===== config.mk =====
export PLATFORM = sky130hd
export DESIGN_NAME = chg_port_ctrl
export DESIGN_NICKNAME = d
export VERILOG_FILES = /design/src/rtl/chg_pkg.sv /design/src/rtl/chg_pulse_timer.sv /design/src/rtl/chg_grant.sv /design/src/rtl/chg_port_ctrl.sv
export SDC_FILE = /design/constraint.sdc
export NUM_CORES = 1
export LEC_CHECK = 0
export ABC_AREA = 1
export BUFFER_PORTS_ARGS = -buffer_cell sky130_fd_sc_hd__buf_2
export CAP_MARGIN = 0
export CORE_MARGIN = 2
export CORE_UTILIZATION = 45
export DETAILED_ROUTE_END_ITERATION = 8
export PLACE_DENSITY = 0.71
export SLEW_MARGIN = 10
export SYNTH_ARGS = -nofsm -noshare
export SYNTH_HDL_FRONTEND = slang
export SYNTH_SLANG_ARGS = --single-unit

===== constraint.sdc =====
create_clock -name clk -period 1.26 [get_ports clk]
set_input_delay 0.252 -clock clk [delete_from_list [all_inputs] [get_ports clk]]
set_output_delay 0.252 -clock clk [all_outputs]
set_load 0.05 [all_outputs]

===== src/rtl/chg_pkg.sv =====
package chg_pkg;
    typedef enum logic [2:0] {
        ST_IDLE,
        ST_SRC,
        ST_REJ,
        ST_DONE,
        ST_DED
    } chg_state_e;

    localparam logic [1:0] CUR_NONE = 2'b00;
    localparam logic [1:0] CUR_900  = 2'b01;
    localparam logic [1:0] CUR_1500 = 2'b10;
endpackage


===== src/rtl/chg_pulse_timer.sv =====
module chg_pulse_timer #(
    parameter int CW = 5
) (
    input  logic          clk,
    input  logic          rst_n,
    input  logic          start,
    input  logic          run,
    output logic [CW-1:0] cnt
);
    localparam logic [CW-1:0] CNT_TOP = {CW{1'b1}};

    logic [CW-1:0] cnt_d, cnt_q;

    always_comb begin
        cnt_d = cnt_q;
        if (start)
            cnt_d = CW'(1);
        else if (run && cnt_q != CNT_TOP)
            cnt_d = cnt_q + CW'(1);
    end

    always_ff @(posedge clk or negedge rst_n) begin
        if (!rst_n) cnt_q <= '0;
        else        cnt_q <= cnt_d;
    end

    assign cnt = cnt_q;
endmodule


===== src/rtl/chg_grant.sv =====
module chg_grant
    import chg_pkg::*;
(
    input  logic       grant_chg,
    input  logic       grant_ded,
    input  logic       dev_hs,
    output logic [1:0] cur_code
);
    always_comb begin
        if (grant_ded)
            cur_code = CUR_1500;
        else if (grant_chg)
            cur_code = dev_hs ? CUR_900 : CUR_1500;
        else
            cur_code = CUR_NONE;
    end
endmodule


===== src/rtl/chg_port_ctrl.sv =====
module chg_port_ctrl
    import chg_pkg::*;
#(
    parameter int MIN_W    = 4,
    parameter int HOLD_MAX = 12,
    parameter int MAX_W    = 16
) (
    input  logic       clk,
    input  logic       rst_n,
    input  logic       port_en,
    input  logic       chg_en,
    input  logic       ded_mode,
    input  logic       dev_attached,
    input  logic       dp_det,
    input  logic       dev_hs,
    input  logic       bus_susp,
    output logic       dm_src_en,
    output logic       neg_done,
    output logic [1:0] cur_code,
    output logic       dpdm_short
);
    localparam int CW = $clog2(MAX_W + 2);
    localparam logic [CW-1:0] MIN_C  = CW'(MIN_W);
    localparam logic [CW-1:0] MAX_C  = CW'(MAX_W);
    localparam logic [CW-1:0] HOLD_C = CW'(HOLD_MAX);

    typedef struct packed {
        chg_state_e st;
    } ctrl_t;

    ctrl_t         ctl_d, ctl_q;
    logic          tmr_start, tmr_run;
    logic [CW-1:0] pulse_cnt;
    logic          susp_unused;

    // Suspend deliberately does not gate charging service.
    assign susp_unused = bus_susp;

    chg_pulse_timer #(.CW(CW)) timer_i (
        .clk   (clk),
        .rst_n (rst_n),
        .start (tmr_start),
        .run   (tmr_run),
        .cnt   (pulse_cnt)
    );

    always_comb begin
        ctl_d     = ctl_q;
        tmr_start = 1'b0;
        tmr_run   = 1'b0;
        if (!port_en) begin
            ctl_d.st = ST_IDLE;
        end else if (ded_mode) begin
            ctl_d.st = ST_DED;
        end else if (!chg_en || !dev_attached) begin
            ctl_d.st = ST_IDLE;
        end else begin
            case (ctl_q.st)
                ST_IDLE, ST_DED, ST_DONE: begin
                    if (dp_det) begin
                        ctl_d.st  = ST_SRC;
                        tmr_start = 1'b1;
                    end else if (ctl_q.st == ST_DED) begin
                        ctl_d.st = ST_IDLE;
                    end
                end
                ST_SRC: begin
                    if (!dp_det)
                        ctl_d.st = (pulse_cnt >= MIN_C && pulse_cnt <= MAX_C)
                                   ? ST_DONE : ST_IDLE;
                    else if (pulse_cnt >= MAX_C)
                        ctl_d.st = ST_REJ;
                    else
                        tmr_run = 1'b1;
                end
                ST_REJ: begin
                    if (!dp_det) ctl_d.st = ST_IDLE;
                end
                default: ctl_d.st = ST_IDLE;
            endcase
        end
    end

    always_ff @(posedge clk or negedge rst_n) begin
        if (!rst_n) ctl_q <= '{st: ST_IDLE};
        else        ctl_q <= ctl_d;
    end

    assign dm_src_en  = (ctl_q.st == ST_SRC) && (pulse_cnt <= HOLD_C);
    assign neg_done   = (ctl_q.st == ST_DONE);
    assign dpdm_short = (ctl_q.st == ST_DED);

    chg_grant grant_i (
        .grant_chg (neg_done),
        .grant_ded (dpdm_short),
        .dev_hs    (dev_hs),
        .cur_code  (cur_code)
    );

    AST_DM_OFF_WHEN_DISABLED: assert property (@(posedge clk) disable iff (!rst_n)
        !chg_en |=> !dm_src_en);
    AST_DM_DROPS_AFTER_DP: assert property (@(posedge clk) disable iff (!rst_n)
        (dm_src_en && !dp_det) |=> !dm_src_en);
    AST_DONE_AFTER_DP_LOW: assert property (@(posedge clk) disable iff (!rst_n)
        $rose(neg_done) |-> $past(!dp_det));
    AST_HS_CODE: assert property (@(posedge clk) disable iff (!rst_n)
        (neg_done && dev_hs) |-> cur_code == CUR_900);
    AST_SHORT_EXCLUSIVE: assert property (@(posedge clk) disable iff (!rst_n)
        $onehot0({dm_src_en, neg_done, dpdm_short}));
    AST_DETACH_CLEARS: assert property (@(posedge clk) disable iff (!rst_n)
        (!dev_attached && !ded_mode) |=> cur_code == CUR_NONE);
    AST_PORT_OFF_CLEARS: assert property (@(posedge clk) disable iff (!rst_n)
        !port_en |=> (cur_code == CUR_NONE && !dpdm_short));
endmodule


Yosys cells after proc, flatten, opt, wreduce, memory -nomap -nowiden
Cells that the tools add are included.
- reductions and logical operators: 10
- $add $sub $neg: 1
- muxes and demuxes: 26
- magnitude comparators: 4
- eq/ne operators: 8
- operators with widths (operator ; count):
    3-bit 2-to-1 mux ; 8
    6-bit != test (second input constant) ; 2
    1-bit 2-to-1 mux ; 11
    5-bit 2-to-1 mux ; 2
    5-bit != test (second input constant) ; 2
    3-bit one-hot mux with 3 select lines ; 1
    2-bit 2-to-1 mux ; 4
    3-bit by 2-bit == test with 1-bit output (second input constant) ; 2
    5-bit by 1-bit adder with 5-bit output (second input constant) ; 1
    5-bit by 3-bit greater-or-equal comparator with 1-bit output (second input constant) ; 1
    5-bit greater-or-equal comparator (second input constant) ; 1
    5-bit by 4-bit <= comparator with 1-bit output (second input constant) ; 1
    5-bit <= comparator (second input constant) ; 1
    3-bit by 1-bit == test with 1-bit output (second input constant) ; 1
    3-bit == test (second input constant) ; 1
    1-bit logical AND ; 3
    3-bit logical NOT ; 1
    3-bit AND reduction ; 1
    3-bit OR reduction ; 1
    1-bit logical NOT ; 2
    2-bit nonzero test ; 1
    1-bit logical OR ; 1
- word-level logic and storage cells: 51
- register bits after elaboration: 8
- output and inout bits: 5

Depth between registers and ports, before layout
Gate-level depths: netlist of the first run.
- word-level depth: 10
- mapped depth: 9

By module
Synthesis of the first run repeated with hierarchy kept, for this count alone.
- cell total of the unflattened synthesis: 98
- area total of the unflattened synthesis: 605.6 sq um
- modules (own cells, without submodules) (module ; instances ; seq. area each (sq um) ; cells an instance ; area each (sq um)):
    chg_port_ctrl ; 1 ; 75.1 ; 57 ; 309.0
    chg_pulse_timer ; 1 ; 125.1 ; 35 ; 271.5
    chg_grant ; 1 ; 0.0 ; 6 ; 25.0

Worst setup path after synthesis of the first run
OpenSTA, ideal clock, no wires.
- path kind: register -> output
- start point: register ctl_q[0] (netlist bit)
- end point: output port cur_code[1]
- slack: -1090 ps
- cell stages (with the launch flop): 5
- arrival time: 2098 ps
- required time: 1008 ps
- cells stage by stage: dfrtp_1 -> nand2_1 -> nor2_1 -> inv_1 -> o22ai_1
- word-level cells in the longest chain between the ends: 3
- RTL lines (what ; RTL line ; text):
    start: declaration ; chg_port_ctrl.sv:31 ; ctrl_t ctl_d, ctl_q;
    start signal: assignment ; chg_port_ctrl.sv:85 ; if (!rst_n) ctl_q <= '{st: ST_IDLE};
    start signal: assignment ; chg_port_ctrl.sv:86 ; else ctl_q <= ctl_d;
    3-bit by 2-bit == test with 1-bit output ; chg_port_ctrl.sv:90 ; assign neg_done = (ctl_q.st == ST_DONE);
    net neg_done ; chg_port_ctrl.sv:18 ; output logic neg_done,
    2-bit 2-to-1 mux ; chg_grant.sv:12 ; else if (grant_chg)
    2-bit 2-to-1 mux ; chg_grant.sv:10 ; if (grant_ded)
    end: declaration ; chg_port_ctrl.sv:19 ; output logic [1:0] cur_code,
The timed path passes the listed nets, and every way through them passes these cells.

Worst setup path after layout of the first run
- start point: register ctl_q[0] (netlist bit)
- end point: output port cur_code[1]
- word-level cells in the longest chain between the ends: 3
- RTL lines (what ; RTL line):
    3-bit by 2-bit == test with 1-bit output ; chg_port_ctrl.sv:90
    2-bit 2-to-1 mux ; chg_grant.sv:12
    2-bit 2-to-1 mux * ; chg_grant.sv:10
Mark *: on every way between the ends. The rest lies on a longest branch, timed or not.

==> results of run 1 <==
-- through the flow --
stage / instance area [um2] / TNS (ns) / utilization [%] / worst slack, ns
4_1_cts: 952 / -1.30 / 74.1 / -0.197
2_1_floorplan: 669 / -0.605 / - / -0.265
3_5_place_dp: 838 / -0.502 / 65.2 / -0.0814
5_1_grt: 1030 / -1.85 / 80.4 / -0.232
3_3_place_gp: 838 / -0.364 / 65.2 / -0.0712
6_report: 1030 / -1.07 / 80.4 / -0.175
-- critical path: stages, from the launching register on --
cell and delay, ns:
dfrtp_2 0.43, inv_1 0.10, nand2_4 0.08, o22ai_4 0.15
buf_6 0.17
-- state kept, by name (all words and copies together) (netlist names) --
register and cells:
ctl_q 3, timer_i.cnt 5
-- layout make-up --
cell class              count  area, um2  share of cell area, %
multi-input cells          67        447                   43.2
repair buffers             32        259                   25.1
flip-flops and latches      8        203                   19.6
inverters                  21       83.8                   8.11
clock buffers               3       22.5                   2.18
well taps                  15       18.8                   1.82
-- power by group --
group	internal (mW)	total (mW)	switching [mW]
logic	0.107	0.239	0.132
clock network	0.109	0.199	0.0897
registers	0.284	0.311	0.0268
-- cells by family after synthesis --
family,count (synthesis)
flops,8
simple gates,56
buf+inv,21
compound gates,8
fa+ha+maj,3
-- routing by layer --
metal / share of wire (%) / up-vias / wire [um]
met5: 0 / - / 0
met4: 0.73 / 0 / 12
met3: 5.2 / 2 / 85
met2: 53 / 20 / 873
met1: 41 / 326 / 675
li1: - / 369 / -
-- cells in the final DEF, fill, tap and decap left out, drive strengths merged --
cell,synthesis,layout
buf,0,31
nand2,26,26
inv,21,21
nor2,17,17
dfrtp,8,8
nand3,6,6
o21ai,5,5
nand4,4,4
clkbuf,0,3
nor3,3,3
ha,3,3
a21oi,2,2
o22ai,1,1
dlygate4sd3,0,1
-- final timing paths --
kind / end / from
max: cur_code[1] / ctl_q[0]
min: ctl_q[2] / port_en
max reg2reg: ctl_q[1] / ctl_q[0]
min reg2reg: timer_i.cnt[2] / timer_i.cnt[2]
max in group asynchronous: ctl_q[2] / rst_n
min in group asynchronous: timer_i.cnt[2] / rst_n
-- timing repair --
action | 4_1_cts | 5_1_grt
pin swaps | 8 | 9
setup buffers | 5 | 2
hold buffers | 1 | 0
resized for setup | 14 | 18
hold endpoints to repair | 8 | 0
setup endpoints to repair | 12 | 12
==> metrics.md, run 1 <==
| Metric | Value |
|---|---|
| Yosys top cell by area | `dfrtp_1` |
| WP data arrival | `1.18 ns` |
| Status | `finished with violations` |
| Mapped Avg Cell Area | `6.41 um2` |
| Post-synth top cells | `nand2_1 (25), inv_1 (18), nor2_1 (14)` |
| Least-Margin Pin Slew | `around 0.21 ns` |
| Synth Cell Area | `616 um2` |
| Initial antenna violation count | `0` |
| Synth Area in XOR/XNOR | `0%` |
| Cell count after placement | `135` |
| CTS Buf Count | `3` |
| Worst path required time | `1.01 ns` |
| Drt pass-1 iters | `4` |
| Met2 global-route usage | `between 30% and 40%` |
| Port bufs | `12` |
| Compound-Gate Fraction of Synth Area | `6.71%` |
| Syn Nets | `108` |
| Final min period | `1.43 ns` |
| Vias in the first global route | `514` |
| Root buf cell | `clkbuf_4` |
| Simple-gate area share of the yosys netlist | `41.9%` |
| Failing checks | `setup timing` |
| Yosys Warn Count | `0` |
| Power density cells | `724 nW/um2` |
| EDFF count, synth | `0` |
| Layout area overhead | `67.9%` |
| Clock tree buffer depth | `2` |
| Post-synth top flop | `dfrtp_1` |
| Layer with the highest usage | `met2` |
| HP Class | `in -> reg` |
| Period utilisation layout | `114%` |
| GPL Wtd Cong | `0.816` |
| Worst setup SP type | `flop` |
| R2R setup slack | `-0.09 ns` |
| Die Span X | `roughly 41 um` |
| Flops & latches, synth | `8` |
| Core area | `1280 um2` |
| Crit path setup slack, layout | `-0.175 ns` |
| Vias | `roughly 700` |
| Final global-route overflow total | `0` |
| Die area | `between 1500 and 2000 um2` |
| Hold Slack | `approximately 0.22 ns` |
| DRT iter0 DRCs | `29` |
| IO Pins | `14` |
| Register-to-Register Path Depth | `8` |
| Die height | `41.0 um` |
| Final max-slew violation count | `0` |
| Global-route wire length before repair | `2.04 mm` |
| Final Hold Viols | `0` |
| Diode count | `0` |
| RSZ-0062 raised after global routing | `yes` |
| GRT met3 Usage | `3.26%` |
| Dominant cells by area after synthesis | `dfrtp_1 (33%), nand2_1 (15%), inv_1 (11%)` |
| Drt total wl | `1.65 mm` |
| Seq/Total Area, Yosys | `about a third` |
| Main combinational cell family by area after synthesis | `simple AND/OR/NAND/NOR gates` |
| # fillers | `81` |
| Worst Hold Depth | `3` |
| Area share of the largest cell type after synthesis | `between 30% and 40%` |
| Met1 GRT Util | `25.9%` |
| Largest net degree at the start of global routing | `9` |
| Clk_lat worst skew | `0.25 ns` |
| Most common cell in the netlist | `nand2_1` |
| Design Power | `0.749 mW` |
| Vias per cell | `slightly below 5` |
| P_leak | `0.523 nW` |
| Max Fclk | `697 MHz` |
| Asr flop ratio synth | `100%` |
| Drt wl/cell | `11.3 um` |
| Worst setup path category | `reg -> out` |
| Adder-cell share of the synthesized area | `6.10%` |
| # clock sinks | `8` |
| Setup violators final | `12` |
| Maximum vdd ir drop | `0.677 mV` |
| Post-synth cell types | `18` |
| Remaining DRCs | `0` |
| GRT Total Usage | `19.2%` |
| Starting Density | `between 40% and 50%` |
| Critical path capture point type | `output pin` |
| TritonCTS clock tree | `yes` |
| Syn Inst Count | `between 90 and 100` |
| Post-route insts no fill | `146` |
| Share of cells above drive strength 1 | `50.4%` |
| Num rows | `13` |
| Post-synthesis mux area share | `0%` |
| Post-route ant nets | `0` |
| Final Skew | `about 0.0085 ns` |
| NumNets Final | `145` |
| H-tree depth | `1` |
| Headroom to the max-slew limit | `about 86%` |
| Clk pin slew, worst setup/hold paths | `approximately 0.050 ns` |
| Max Cap Violations | `0` |
| Crit path max fanout | `5` |
| Hpwl dp | `around 1.1 mm` |
Note: power is estimated with default switching activity, not from simulation.
==> run 2, diff against run 1 <==
--- a/config.mk
+++ b/config.mk
@@ -12,6 +12,7 @@
 export CORE_UTILIZATION = 45
 export DETAILED_ROUTE_END_ITERATION = 8
 export PLACE_DENSITY = 0.71
+export REMOVE_ABC_BUFFERS = 1
 export SLEW_MARGIN = 10
 export SYNTH_ARGS = -nofsm -noshare
 export SYNTH_HDL_FRONTEND = slang
==> run 2 against run 1 <==
  * The flow still finishes with violations (setup timing)
  * Fmax fell by 5.4%
  * Clock power increased by 7%
  * Via count increased by 0.56%
  * Worst hold slack worse by 0.0080 ns
  * Non-clock buffer count grew 2
  * First-iteration DRC count decreased by 76%
  * Total power is 5.6% higher
  * Flip-flop and latch count is the same
  * Global-route usage increased by 3.1 points
  * Wire length rose by 3.1%
==> metrics.md, run 2 (same netlist as run 1, synthesis figures left out) <==
| Metric | Value |
|---|---|
| Cell Int Power | `0.529 mW (+5.7%)` |
| Worst setup path start | `ctl_q[1]` |
| Top delay family on crit path | `flip-flops` |
| Diode count | `0 (unchanged)` |
| Switching power share of the total | `33.1% (-0.082 points)` |
| Critical path capture point type | `output pin` |
| Clock power share | `26.9% (+0.3 points)` |
| Final max-slew violation count | `0 (unchanged)` |
| Number of flip-flops in the largest register | `5 (unchanged)` |
| CP peak stage delay | `0.42 ns (about the same)` |
| Num rows | `13 (unchanged)` |
| CTS Buf Count | `3 (unchanged)` |
| Port bufs | `12 (unchanged)` |
| Root buf cell | `clkbuf_4` |
| Die area | `1680 um2 (unchanged)` |
| Vias per cell | `4.87 (-0.80%)` |
| DRT iter0 DRCs | `7 (-76%)` |
| IO Pins | `14 (unchanged)` |
| Drt wl/cell | `11.5 um (+1.7%)` |
| Register-to-Register Path Depth | `7 (-1)` |
| Clock tree buffer depth | `2 (unchanged)` |
| Initial antenna violation count | `0 (unchanged)` |
| Clk_lat worst skew | `0.26 ns (about the same)` |
| Finished Cell Area | `1010 um2 (-2.7%)` |
| TritonCTS clock tree | `yes` |
| RSZ-0062 raised after global routing | `yes` |
| Least-Margin Pin Slew | `0.254 ns (+0.0426 ns)` |
| Largest net degree at the start of global routing | `9 (unchanged)` |
| Net Sw Power | `0.262 mW (+5.3%)` |
| WP buf/inv | `2 (unchanged)` |
| Power density cells | `786 nW/um2 (+8.5%)` |
| Combinational fraction of design power | `34.4% (+2.5 points)` |
| CP max stage cell | `dfrtp_1` |
| HP Class | `in -> reg` |
| Layout area overhead | `63.4%` |
| GRT Total Usage | `22.3% (+3.1 points)` |
| Hold Path Sink | `ctl_q[2]` |
| P_leak | `0.524 nW (+0.18%)` |
| Most frequent cells in the layout | `nand2_1 (21), buf_4 (18), inv_1 (13)` |
| Worst setup SP type | `flop` |
| Drt pass-1 iters | `4 (unchanged)` |
| Hpwl dp | `1.12 mm (+3.6%)` |
| Die Span X | `41.0 um (unchanged)` |
| Clk pin slew, worst setup/hold paths | `0.06 ns (about the same)` |
| Area after DPL | `777 um2 (-7.3%)` |
| Design Power | `0.790 mW (+5.6%)` |
| WP data arrival | `1.26 ns (+0.08 ns)` |
| Global-route wire length before repair | `2.32 mm (+14%)` |
| Final Hold Viols | `0 (unchanged)` |
| Min-delay src | `port_en` |
| Worst reg2reg endpoint | `timer_i.cnt[1]` |
| FF-to-FF Start | `timer_i.cnt[1]` |
| # clock sinks | `8 (unchanged)` |
| Final core occ | `78.3% (-2.1 points)` |
| Die height | `41.0 um (unchanged)` |
| Sequential share of power | `38.7% (-2.8 points)` |
| Maximum vdd ir drop | `0.690 mV (+2.0%)` |
| Setup violators final | `11 (-1)` |
| Crit-path cells | `nand2_2 > nor2_4 > inv_2 > o22ai_2 > buf_6` |
| Worst path required time | `1.01 ns (about the same)` |
| Headroom to the max-slew limit | `82.9% (-2.9 points)` |
| Vias | `721 (+0.56%)` |
| R2R setup slack | `-0.09 ns (about the same)` |
| Crit path max fanout | `3 (-2)` |
| Final min period | `1.52 ns (+0.0820 ns)` |
| Post-route ant nets | `0 (unchanged)` |
| Crit path setup slack, layout | `-0.257 ns (-0.0820 ns)` |
| # fillers | `94 (+16%)` |
| Final Skew | `0.00839 ns (-0.000149 ns)` |
| Max Cap Violations | `0 (unchanged)` |
| Worst setup path category | `reg -> out` |
| Max Fclk | `659 MHz (-5.4%)` |
| Pre-CTS setup slack | `-0.163 ns (-0.0819 ns)` |
| Worst Hold Depth | `3 (unchanged)` |
| NumNets Final | `147 (+1.4%)` |
| Drt total wl | `1.70 mm (+3.1%)` |
| GPL Wtd Cong | `0.781 (-4.4%)` |
| Most common cell after layout, fill and taps aside | `nand2_1` |
| Failing checks | `setup timing` |
| Share of cells above drive strength 1 | `51.1% (+0.75 points)` |
| Remaining DRCs | `0 (unchanged)` |
| Final global-route overflow total | `0 (unchanged)` |
| Hold Slack | `0.216 ns (-0.00802 ns)` |
| Starting Density | `47.9% (unchanged)` |
| Period utilisation layout | `120% (+6.5 points)` |
| Core area | `1280 um2 (unchanged)` |
| Vias in the first global route | `561 (+9.1%)` |
| H-tree depth | `1 (unchanged)` |
| Status | `finished with violations` |
run 2: cell count changes in the layout (fill, tap and decap cells not counted), sizes merged:
cell / previous run / this run
buf: 31 / 33
run 2: timing repair:
| action | in CTS | in global routing |
|---|---|---|
| endpoints found under the setup margin | 10 | 12 |
| hold buffers | 1 | 0 |
| gates resized for setup | 17 | 25 |
| hold endpoints to repair | 8 | 0 |
| pin swaps | 4 | 16 |
| setup buffers | 1 | 9 |
run 2: power by group through the flow:
stage	clock network [mW]	logic [mW]	registers [mW]
2_1_floorplan	0	0.101	0.312
3_3_place_gp	0	0.189	0.306
3_5_place_dp	0	0.192	0.307
4_1_cts	0.209	0.204	0.303
5_1_grt	0.224	0.301	0.310
6_report	0.212	0.272	0.306
run 2: how the worst max path moves through the flow:
stage / end / slack, ns / cells past startpoint
finish: cur_code[1] / -0.26 / 5
global route: cur_code[1] / -0.30 / 5
CTS: cur_code[1] / -0.27 / 5
detailed placement: timer_i.cnt[1] / -0.16 / 7
global placement: timer_i.cnt[1] / -0.11 / 7
floorplan: cur_code[1] / -1.09 / 4
run 2: layout make-up:
class	count	area [um2]	area share, %
Clock buffer	3	22.5	2.24
Inverter	21	81.3	8.08
Multi-Input combinational cell	67	410	40.8
Sequential cell	8	203	20.1
Tap cell	15	18.8	1.87
Timing Repair Buffer	34	270	26.9
run 2: stage by stage:
stage	TNS (ns)	instances
finish	-1.39	148
global route	-2.24	148
CTS	-1.62	139
detailed placement	-0.741	134
global placement	-0.508	134
floorplan	-3.90	96
run 2: tightest hold or removal path: cells and delay by family:
| kind | cells | cell delay (ns) |
|---|---|---|
| buffers and inverters | 2 | 0.14 |
| and+or+nand+nor | 1 | 0.05 |
run 2: metal layers:
metal | wire [um] | track usage (%) | vias up
met5 | 0 | 0 | -
met4 | 27 | 13.3 | 0
met3 | 60 | 4.89 | 5
met2 | 901 | 35.5 | 20
met1 | 709 | 26.9 | 326
li1 | - | - | 370
